<file path="src/rtl/axu_pkg.sv">
package axu_pkg;
  localparam int VA_W = 32;
  localparam int PA_W = 64;
  localparam int RA_W = 12;

  localparam logic [RA_W-1:0] OFF_GEN      = 12'h000;
  localparam logic [RA_W-1:0] OFF_WEN      = 12'h020;
  localparam logic [RA_W-1:0] OFF_WIN0     = 12'h030;
  localparam logic [RA_W-1:0] OFF_RAW      = 12'h440;
  localparam logic [RA_W-1:0] OFF_MSTAT    = 12'h444;
  localparam logic [RA_W-1:0] OFF_MASK     = 12'h448;
  localparam logic [RA_W-1:0] OFF_FCFG     = 12'h450;
  localparam logic [RA_W-1:0] OFF_FADDR    = 12'h454;
  localparam logic [RA_W-1:0] OFF_FCLR     = 12'h45C;
  localparam logic [RA_W-1:0] OFF_STAT     = 12'h460;

  localparam logic [4:0] SL_LO   = 5'h00;
  localparam logic [4:0] SL_HI   = 5'h08;
  localparam logic [4:0] SL_BLO  = 5'h10;
  localparam logic [4:0] SL_BHI  = 5'h14;
  localparam logic [4:0] SL_CFG  = 5'h18;

  typedef struct packed {
    logic [VA_W-1:0] lo;
    logic [VA_W-1:0] hi;
    logic [PA_W-1:0] base;
    logic [31:0]     cfg;
  } win_t;

  // inclusive range test
  function automatic logic covers(logic [VA_W-1:0] lo, logic [VA_W-1:0] hi,
                                  logic [VA_W-1:0] a);
    return (a >= lo) && (a <= hi);
  endfunction

  // base plus the address bits below the window size (size-1 == hi-lo)
  function automatic logic [PA_W-1:0] remap(logic [PA_W-1:0] base,
                                            logic [VA_W-1:0] lo,
                                            logic [VA_W-1:0] hi,
                                            logic [VA_W-1:0] a);
    return base + {{(PA_W-VA_W){1'b0}}, a & (hi - lo)};
  endfunction
endpackage

</file>
<file path="src/rtl/axu_regs.sv">
module axu_regs
  import axu_pkg::*;
#(
  parameter int NUM_WIN = 8
) (
  input  logic                 clk,
  input  logic                 rst_n,
  input  logic                 reg_we,
  input  logic [RA_W-1:0]      reg_addr,
  input  logic [31:0]          reg_wdata,
  output logic [31:0]          reg_rdata,
  input  logic                 err_raw,
  input  logic [VA_W-1:0]      err_addr,
  output logic                 glb_en,
  output logic [NUM_WIN-1:0]   win_en,
  output win_t [NUM_WIN-1:0]   wins,
  output logic                 irq_mask,
  output logic                 clr_evt
);
  localparam int IW = (NUM_WIN > 1) ? $clog2(NUM_WIN) : 1;
  localparam logic [RA_W-1:0] WIN_END = OFF_WIN0 + RA_W'(32 * NUM_WIN);

  logic            in_win;
  logic [RA_W-1:0] woff;
  logic [4:0]      slot;
  logic [6:0]      widx;
  logic [IW-1:0]   rsel;
  logic [31:0]     fault_cfg;
  win_t            rwin;

  assign in_win = (reg_addr >= OFF_WIN0) && (reg_addr < WIN_END);
  assign woff   = reg_addr - OFF_WIN0;
  assign slot   = woff[4:0];
  assign widx   = woff[11:5];
  assign rsel   = widx[IW-1:0];

  for (genvar g = 0; g < NUM_WIN; g++) begin : g_win
    win_t r;
    always_ff @(posedge clk or negedge rst_n) begin
      if (!rst_n) r <= '0;
      else if (reg_we && in_win && widx == 7'(g)) begin
        case (slot)
          SL_LO:   r.lo <= reg_wdata;
          SL_HI:   r.hi <= reg_wdata;
          SL_BLO:  r.base[31:0] <= reg_wdata;
          SL_BHI:  r.base[63:32] <= reg_wdata;
          SL_CFG:  r.cfg <= reg_wdata;
          default: ;
        endcase
      end
    end
    assign wins[g] = r;
  end

  always_ff @(posedge clk or negedge rst_n) begin
    if (!rst_n) begin
      glb_en    <= 1'b0;
      win_en    <= '0;
      irq_mask  <= 1'b0;
      fault_cfg <= '0;
    end else if (reg_we) begin
      case (reg_addr)
        OFF_GEN:  glb_en    <= reg_wdata[0];
        OFF_WEN:  win_en    <= reg_wdata[NUM_WIN-1:0];
        OFF_MASK: irq_mask  <= reg_wdata[0];
        OFF_FCFG: fault_cfg <= reg_wdata;
        default: ;
      endcase
    end
  end

  assign clr_evt = reg_we && (reg_addr == OFF_FCLR) && reg_wdata[0];

  assign rwin = wins[rsel];

  always_comb begin
    reg_rdata = '0;
    case (reg_addr)
      OFF_GEN:   reg_rdata = {31'b0, glb_en};
      OFF_WEN:   reg_rdata = 32'(win_en);
      OFF_RAW:   reg_rdata = {31'b0, err_raw};
      OFF_MSTAT: reg_rdata = {31'b0, err_raw & ~irq_mask};
      OFF_MASK:  reg_rdata = {31'b0, irq_mask};
      OFF_FCFG:  reg_rdata = fault_cfg;
      OFF_FADDR: reg_rdata = err_addr;
      OFF_STAT:  reg_rdata = {30'b0, err_raw, glb_en};
      default: begin
        if (in_win) begin
          case (slot)
            SL_LO:   reg_rdata = rwin.lo;
            SL_HI:   reg_rdata = rwin.hi;
            SL_BLO:  reg_rdata = rwin.base[31:0];
            SL_BHI:  reg_rdata = rwin.base[63:32];
            SL_CFG:  reg_rdata = rwin.cfg;
            default: reg_rdata = '0;
          endcase
        end
      end
    endcase
  end
endmodule

</file>
<file path="src/rtl/axu_match.sv">
module axu_match
  import axu_pkg::*;
#(
  parameter int NUM_WIN = 8
) (
  input  win_t [NUM_WIN-1:0] wins,
  input  logic [NUM_WIN-1:0] win_en,
  input  logic [VA_W-1:0]    addr,
  output logic [NUM_WIN-1:0] sel_vec,
  output logic               hit,
  output logic [PA_W-1:0]    pa
);
  logic [NUM_WIN-1:0] raw;

  for (genvar g = 0; g < NUM_WIN; g++) begin : g_cmp
    assign raw[g] = win_en[g] && covers(wins[g].lo, wins[g].hi, addr);
  end

  // lowest index wins
  always_comb begin
    logic found;
    found   = 1'b0;
    sel_vec = '0;
    for (int i = 0; i < NUM_WIN; i++) begin
      if (raw[i] && !found) begin
        sel_vec[i] = 1'b1;
        found      = 1'b1;
      end
    end
  end

  always_comb begin
    pa = '0;
    for (int i = 0; i < NUM_WIN; i++) begin
      if (sel_vec[i]) pa = pa | remap(wins[i].base, wins[i].lo, wins[i].hi, addr);
    end
  end

  assign hit = |raw;
endmodule

</file>
<file path="src/rtl/axu_fault.sv">
module axu_fault
  import axu_pkg::*;
(
  input  logic            clk,
  input  logic            rst_n,
  input  logic            miss_evt,
  input  logic [VA_W-1:0] miss_addr,
  input  logic            clr_evt,
  input  logic            irq_mask,
  output logic            err_raw,
  output logic [VA_W-1:0] err_addr,
  output logic            irq
);
  always_ff @(posedge clk or negedge rst_n) begin
    if (!rst_n) begin
      err_raw  <= 1'b0;
      err_addr <= '0;
    end else begin
      if (miss_evt && (!err_raw || clr_evt)) err_addr <= miss_addr;
      err_raw <= miss_evt | (err_raw & ~clr_evt);
    end
  end

  assign irq = err_raw & ~irq_mask;
endmodule

</file>
<file path="src/rtl/addr_xlate_unit.sv">
module addr_xlate_unit
  import axu_pkg::*;
#(
  parameter int NUM_WIN = 8
) (
  input  logic             clk,
  input  logic             rst_n,
  input  logic             reg_we,
  input  logic [11:0]      reg_addr,
  input  logic [31:0]      reg_wdata,
  output logic [31:0]      reg_rdata,
  input  logic             req_valid,
  output logic             req_ready,
  input  logic [31:0]      req_addr,
  output logic             resp_valid,
  input  logic             resp_ready,
  output logic             resp_hit,
  output logic [63:0]      resp_addr,
  output logic             irq
);
  logic               glb_en;
  logic [NUM_WIN-1:0] win_en;
  win_t [NUM_WIN-1:0] wins;
  logic               irq_mask;
  logic               clr_evt;
  logic               err_raw;
  logic [VA_W-1:0]    err_addr;
  logic [NUM_WIN-1:0] sel_vec;
  logic               hit;
  logic [PA_W-1:0]    pa;
  logic               acc_evt;
  logic               miss_evt;

  axu_regs #(.NUM_WIN(NUM_WIN)) u_regs (
    .clk, .rst_n, .reg_we, .reg_addr, .reg_wdata, .reg_rdata,
    .err_raw, .err_addr, .glb_en, .win_en, .wins, .irq_mask, .clr_evt
  );

  axu_match #(.NUM_WIN(NUM_WIN)) u_match (
    .wins, .win_en, .addr(req_addr), .sel_vec, .hit, .pa
  );

  assign req_ready = !resp_valid || resp_ready;
  assign acc_evt   = req_valid && req_ready;
  assign miss_evt  = acc_evt && glb_en && !hit;

  axu_fault u_fault (
    .clk, .rst_n, .miss_evt, .miss_addr(req_addr), .clr_evt, .irq_mask,
    .err_raw, .err_addr, .irq
  );

  always_ff @(posedge clk or negedge rst_n) begin
    if (!rst_n) begin
      resp_valid <= 1'b0;
      resp_hit   <= 1'b0;
      resp_addr  <= '0;
    end else if (acc_evt) begin
      resp_valid <= 1'b1;
      resp_hit   <= glb_en && hit;
      if (!glb_en)  resp_addr <= {{(PA_W-VA_W){1'b0}}, req_addr};
      else if (hit) resp_addr <= pa;
      else          resp_addr <= '0;
    end else if (resp_ready) begin
      resp_valid <= 1'b0;
    end
  end
endmodule

</file>
<file path="config.mk">
export PLATFORM = sky130hd
export DESIGN_NAME = addr_xlate_unit
export DESIGN_NICKNAME = d
export VERILOG_FILES = /design/src/rtl/axu_pkg.sv /design/src/rtl/axu_regs.sv /design/src/rtl/axu_match.sv /design/src/rtl/axu_fault.sv /design/src/rtl/addr_xlate_unit.sv
export SDC_FILE = /design/constraint.sdc
export NUM_CORES = 2
export LEC_CHECK = 0
export BUFFER_PORTS_ARGS = -buffer_cell sky130_fd_sc_hd__buf_4
export CAP_MARGIN = 0
export CORE_MARGIN = 2
export CORE_UTILIZATION = 30
export CTS_BUF_LIST = sky130_fd_sc_hd__clkbuf_8 sky130_fd_sc_hd__clkbuf_16
export CTS_CLUSTER_SIZE = 28
export DETAILED_ROUTE_END_ITERATION = 10
export GPL_TIMING_DRIVEN = 0
export PLACE_DENSITY = 0.53
export SLEW_MARGIN = 20
export SYNTH_ARGS = -nofsm -noshare
export SYNTH_HDL_FRONTEND = slang
export SYNTH_HIERARCHICAL = 1
export SYNTH_SLANG_ARGS = --single-unit
export TNS_END_PERCENT = 10
</file>
<file path="constraint.sdc">
create_clock -name clk -period 5.8 [get_ports clk]
set_input_delay 0.58 -clock clk [delete_from_list [all_inputs] [get_ports clk]]
set_output_delay 0.58 -clock clk [all_outputs]
set_load 0.1 [all_outputs]
</file>
==> Yosys cells after proc, flatten, opt, wreduce, memory -nomap -nowiden <==
Index checks and enable logic that the tools add are counted.
{ "op_classes": {"add_sub_neg": 17, "n_lt_le_gt_ge": 19, "eq_ne": 19, "n_mux": 31, "bitwise_logic": 20, "n_reduce_logical": 101} }
{ "op_table": {"columns": ["op", "count"], "rows": [
  ["64-bit two-way mux", 10],
  ["64-bit by 32-bit adder with 64-bit output", 8],
  ["160-bit binary-select mux with 3-bit select", 1],
  ["64-bit bitwise OR", 7],
  ["32-bit AND", 8],
  ["32-bit greater-or-equal comparator", 8],
  ["32-bit less-or-equal comparator", 8],
  ["32-bit case mux with 8 select lines", 1],
  ["32-bit subtractor", 8],
  ["160-bit two-way mux", 1],
  ["32-bit case mux with 5 select lines", 1],
  ["2-bit AND reduction", 44],
  ["12-bit by 11-bit == test with 1-bit output, second input constant", 7],
  ["1-bit logical AND", 40],
  ["32-bit two-way mux", 1],
  ["7-bit by 3-bit == test with 1-bit output, second input constant", 4],
  ["1-bit two-way mux", 16],
  ["5-bit == test, second input constant", 3],
  ["7-bit by 2-bit == test with 1-bit output, second input constant", 2],
  ["12-bit by 6-bit == test with 1-bit output, second input constant", 1],
  ["12-bit by 6-bit greater-or-equal comparator with 1-bit output, second input constant", 1],
  ["12-bit zero test", 1],
  ["12-bit by 9-bit < comparator with 1-bit output, second input constant", 1],
  ["12-bit by 6-bit subtractor with 12-bit output, second input constant", 1],
  ["other kinds (12)", 24]
]} }
{ "totals": {"ff_bits": 1421, "in_bits": 81, "output_inout_bits": 100, "word_cells": 256} }

==> Depth between registers and ports, before layout <==
{ "depth": {"ltp_word": 28, "mapped_depth": 32, "depth_no_buf": 31} }

==> Cells and area by module <==
Netlist, hierarchy kept.
{ "by_module_without_submodules": {"columns": ["mod", "n_inst", "cells_per_inst", "area_per_inst_um2", "seq_area_each_um2"], "rows": [
  ["axu_regs", 1, 3964, 60588.1, 33081.7],
  ["axu_match", 1, 6470, 45671.3, 0.0],
  ["addr_xlate_unit", 1, 226, 3041.7, 1651.6],
  ["axu_fault", 1, 72, 1397.6, 825.8]
]} }

==> Worst setup path after synthesis <==
Ideal clock, no wire load.
{ "synth_path": {"path_kind": "register -> register", "from": "reg u_regs.g_win[2].r (netlist bit u_regs/wins[416])", "to": "reg resp_addr[45]", "setup_time_ps": 120, "t_arrival_ps": 6079, "required_ps": 5680, "path_slack_ps": -399, "stages_incl_launch_ff": 30, "path_buffers": 1, "period_less_slack_ps": 6199, "cell_sequence": "dfrtp_1 inv_1 ha_1 inv_1 fa_1 a21o_1 a21o_1 a2111oi_1 nor4_1 o41a_1 a21oi_1 nand2b_1 a21oi_1 xnor2_1 and2_1 ha_1 clkbuf_1 and3_1 and4_1 o2111ai_1 o211a_1 a2111oi_2 o2111ai_2 o31ai_2 nand2_1 xnor2_1 a2111o_1 a211o_1 nand4_1 a21bo_2"} }
{ "synth_via": {"elab_chain_len": 23, "word_cells_on_any_way": 43, "cone_classes": "add/sub: 2; order compare: 1; mux: 19; bitwise: 7; reduce/logical: 14"} }
{ "synth_rtl": {"columns": ["element", "line", "source"], "rows": [
  ["from (decl)", "axu_regs.sv:38", "win_t r;"],
  ["branches (longest 20 deep; another with 64-bit by 32-bit adder with 64-bit output)", null, null],
  ["64-bit two-way mux *", "axu_match.sv:35", "if (sel_vec[i]) pa = pa | remap(wins[i].base, wins[i].lo, wins[i].hi, addr);"],
  ["named net pa[45]", "addr_xlate_unit.sv:30", "logic [PA_W-1:0] pa;"],
  ["64-bit two-way mux *", "addr_xlate_unit.sv:61", "else if (hit) resp_addr <= pa;"],
  ["64-bit two-way mux *", "addr_xlate_unit.sv:60", "if (!glb_en) resp_addr <= {{(PA_W-VA_W){1'b0}}, req_addr};"],
  ["to (signal assigned)", "addr_xlate_unit.sv:60", null],
  ["to (signal assigned)", "addr_xlate_unit.sv:61", null],
  ["to (decl)", "addr_xlate_unit.sv:18", "output logic [63:0] resp_addr,"]
]} }
Mark *: on every way through the listed nets, which the timed path passes.
A chain may end at the register's enable or synchronous reset.

==> Worst setup path after layout <==
{ "layout_path": {"from": "reg u_regs.g_win[1].r (netlist bit u_regs/wins[256])", "to": "reg resp_addr[51]"} }
{ "layout_via": {"elab_chain_len": 26, "word_cells_on_any_way": 49, "cone_classes": "add/sub: 2; order compare: 1; mux: 22; bitwise: 8; reduce/logical: 16"} }
{ "layout_rtl": {"columns": ["element", "line"], "rows": [
  ["from (decl)", "axu_regs.sv:38"],
  ["branches (longest 23 deep; another with 64-bit by 32-bit adder with 64-bit output)", null],
  ["64-bit two-way mux *", "axu_match.sv:35"],
  ["named net pa[51]", "addr_xlate_unit.sv:30"],
  ["64-bit two-way mux *", "addr_xlate_unit.sv:61"],
  ["64-bit two-way mux *", "addr_xlate_unit.sv:60"]
]} }
Marks and branches as above.

==> results.tsv <==
stage	metric	value	unit
global_route	grt_pass1_vias	96968	
cts	clk_latency	940	ps
power_and_ir_drop	ir_worst_vdd	0.234	mV
logic_synthesis	synth_area_leaders	dfrtp_1 32%, mux2_2 13%, ha_1 12%	
logic_synthesis	synth_cells	10732	
worst_setup_path	path_class	register to register	
worst_setup_path	critPathTopFamily	compound AO/OA/AOI/OAI gates	
routing	drt-total-wl	689	mm
status	status	complete, but fails checks	
timing	skew	77.6	ps
worst_setup_path	cp_slowest_stage_delay	500	ps
logic_synthesis	synth_sequential_area_ratio	32.1	%
global_route	grt_max_degree	140	
timing	worst_pin_slew	1300	ps
power_and_ir_drop	p_per_area	206	nW/µm²
final_layout	layoutNonFillerInstCount	16402	
worst_setup_path	reg2reg_depth	33	
routing	wire_per_inst	42.0	µm
logic_synthesis	synth-simple-area-share	10.9	%
place	pre_cts_slack	-3850	ps
floorplan	io_pins	181	
logic_synthesis	netlist_area	111000	µm²
final_layout	utilization	35.9	%
logic_synthesis	synth_edf_count	0	
logic_synthesis	muxShareOfSynthArea	20.8	%
routing	drc	0	
worst_setup_path	rr_endpoint	resp_addr[51]	
worst_setup_path	cp-end-kind	register	
timing	finalSetupViolations	91	
worst_setup_path	crit_buf_inv	5	
logic_synthesis	synth.distinct_cells	126	
timing	hold_viol_final	0	
floorplan	die_w	611	µm
place	place.detailed.instances	15804	
floorplan	die_area	374000	µm²
logic_synthesis	yosysTopAreaCellShare	32.1	%
cts	cts_max_level	4	
logic_synthesis	synth_fa_ha_area_share	11.8	%
worst_setup_path	worstReg2RegStart	u_regs/wins[256]	
cts	numCtsBuffers	183	
timing	post-route-period-util	127	%
floorplan	core-area	368000	µm²
logic_synthesis	ys_warn_count	6	
routing	dr_total_vias	102088	
timing	maxSlewViolCount	0	
logic_synthesis	syn_area_per_cell	10.3	µm²
global_route	grt_pass1_wl	889	mm
logic_synthesis	ys.flop_type	dfrtp_1	
timing	setup_ws	-1570	ps
cts	cts.sinks	1421	
logic_synthesis	async_reset_ff_share	100	%
cts	clockBufferDepth	4	
cts	tritoncts	done	
worst_setup_path	r2r_setup_slack	-1570	ps
final_layout	area_delta_synth_final	19.2	%
cts	cts_root_buffer	clkbuf_16	
logic_synthesis	synth-seq-cells	1421	
worst_hold_path	min_from	reg_wdata[11]	
floorplan	dieHeight	611	µm
cts	clk_pin_slew	60	ps
worst_setup_path	startpoint_type	register	
logic_synthesis	synth_largest_area_cell	dfrtp_1	
timing	min_period	7370	ps
final_layout	final_net_count	12494	
logic_synthesis	synth-compound-area-share	14.8	%
final_layout	final_common_cell	dfrtp_1	
power_and_ir_drop	power.total	27200	µW
job	maxCapViolCount	0	
logic_synthesis	syn-num-nets	11849	
worst_setup_path	cp.arrival	8170	ps
worst_setup_path	required	6610	ps
timing	relSlewSlack	13.2	%
worst_setup_path	slowest_stage	a311o_1	
timing	max_freq	136	MHz
logic_synthesis	synth_top_family_by_area	multiplexers	
floorplan	rows	223	
status	violations	negative setup slack	
place	gp_congestion	1.12	
routing	via_per_inst	6.22	
floorplan	start_util	30.1	%
worst_hold_path	whs_endpoint	u_regs/fault_cfg[11]	
routing	drtPass1Iterations	6	
global_route	grt_usage	35.7	%
worst_setup_path	critPathMaxFanout	4	
power_and_ir_drop	leakage	0.0600	µW
global_route	antenna_found_initial	117	
logic_synthesis	synth-xor-area-share	5.07	%
timing	rsz0062_at_grt	yes	
place	dp_hpwl	558	mm
routing	dr.first_iter.drc_count	13845	
worst_hold_path	hp-class	primary input to register	
global_route	grt-ovfl-total	0	
worst_hold_path	hold_depth	2	
place	port_buffers	174	
final_layout	drive_above_1_share	30.2	%
routing	final_antenna_net_count	0	
final_layout	layout_common_cells	1376 x dfrtp_1, 1323 x mux2_2, 965 x ha_1	
==> cells by family (layout without fill, tap and decap cells) <==
family / Yosys count / after routing
AOI/OAI and AO/OA: 2371 / 2372
and+or+nand+nor: 2338 / 2338
muxes: 1747 / 1747
DFF: 1421 / 1421
buffers and inverters: 1179 / 1964
adders and majority gates: 1036 / 1036
xor gates and xnor gates: 640 / 640
other: 0 / 47
==> metal layers <==
layer	global-route usage (%)	wire [µm]
met3	13.2	86300
met5	0	128
met1	43.0	257000
met4	28.2	65200
met2	51.1	281000
==> how the worst max path moves through the flow <==
| stage | from | endpoint | slack, ps | cells after the start |
|---|---|---|---|---|
| floorplan | u_regs/wins[256] | resp_addr[63] | -140 | 30 |
| global placement | rst_n | u_regs/wins[900] | -15450 | 1 |
| detailed placement | u_regs/wins[576] | resp_addr[56] | -3850 | 30 |
| CTS | u_regs/wins[256] | resp_addr[51] | -1300 | 33 |
| global route | u_regs/wins[256] | resp_addr[51] | -1650 | 33 |
| finish | u_regs/wins[256] | resp_addr[51] | -1570 | 33 |
==> what timing repair did <==
item                                    in CTS  in global routing
pin swaps                                  266                113
resized for setup                          653                248
endpoints found under the hold margin      284                  0
buffers inserted                           177                 38
cloned                                       2                  0
endpoints found under the setup margin     130                125
hold buffers                                20                  0
==> synthesized netlist by cell type, drive strengths merged, types with 24 or more instances <==
cell and number:
a21bo 33, nor2b 89, a211oi 109, and4 43, a211o 33, o21ai 357, xor2 262, nand3 243
o211ai 98, xnor2 378, a2111oi 34, mux4 283, inv 667, and3 101, o2111ai 33, a31oi 55
nor3 191, o31a 35, nor2 441, a21o 288, or2 24, o21bai 64, buf 254, mux2 1397
a22o 44, ha 1020, a21oi 567, nor4 44, clkbuf 257, dfrtp 1421, nor3b 37, a221o 30
and2 185, nand2b 85, o22ai 54, o221ai 40, or3 36, nand2 534, nand4 205, o21a 99
a221oi 49, o31ai 31, mux2i 67, a22oi 152
==> layout make-up <==
cell class	instances	area, µm²
Sequential cell	1421	35600
Multi-Input combinational cell	8133	74300
Buffer	499	2740
Clock buffer	221	5140
Clock inverter	105	975
Inverter	668	2520
Antenna cell	47	118
Fill cell	37241	236000
Tap cell	4837	6050
Timing Repair Buffer	471	4470
==> report_power, final <==
part	internal (µW)	switching [µW]
combinational	1490	3580
sequential	10000	108
clock	6910	5130
total	18400	8820
==> metrics by stage <==
stage | area (µm²) | setup TNS (ps) | hold WS, ps
floorplan | 111000 | -1890 | 284
global placement | 118000 | - | 462
detailed placement | 120000 | -225410 | 416
CTS | 131000 | -59340 | 14.2
global route | 132000 | -62260 | 51.9
finish | 132000 | -65160 | 45.4
==> registers in the layout, indices dropped and copies added, names as in the netlist <==
| register | count |
|---|---|
| u_fault/err_addr | 32 |
| u_regs/win_en | 8 |
| u_regs/wins | 1280 |
| resp_valid | 1 |
| u_fault/err_raw | 1 |
| u_regs/irq_mask | 1 |
| u_regs/fault_cfg | 32 |
| resp_addr | 64 |
| u_regs/glb_en | 1 |
| resp_hit | 1 |
Note: power is estimated with default switching activity, not from simulation.
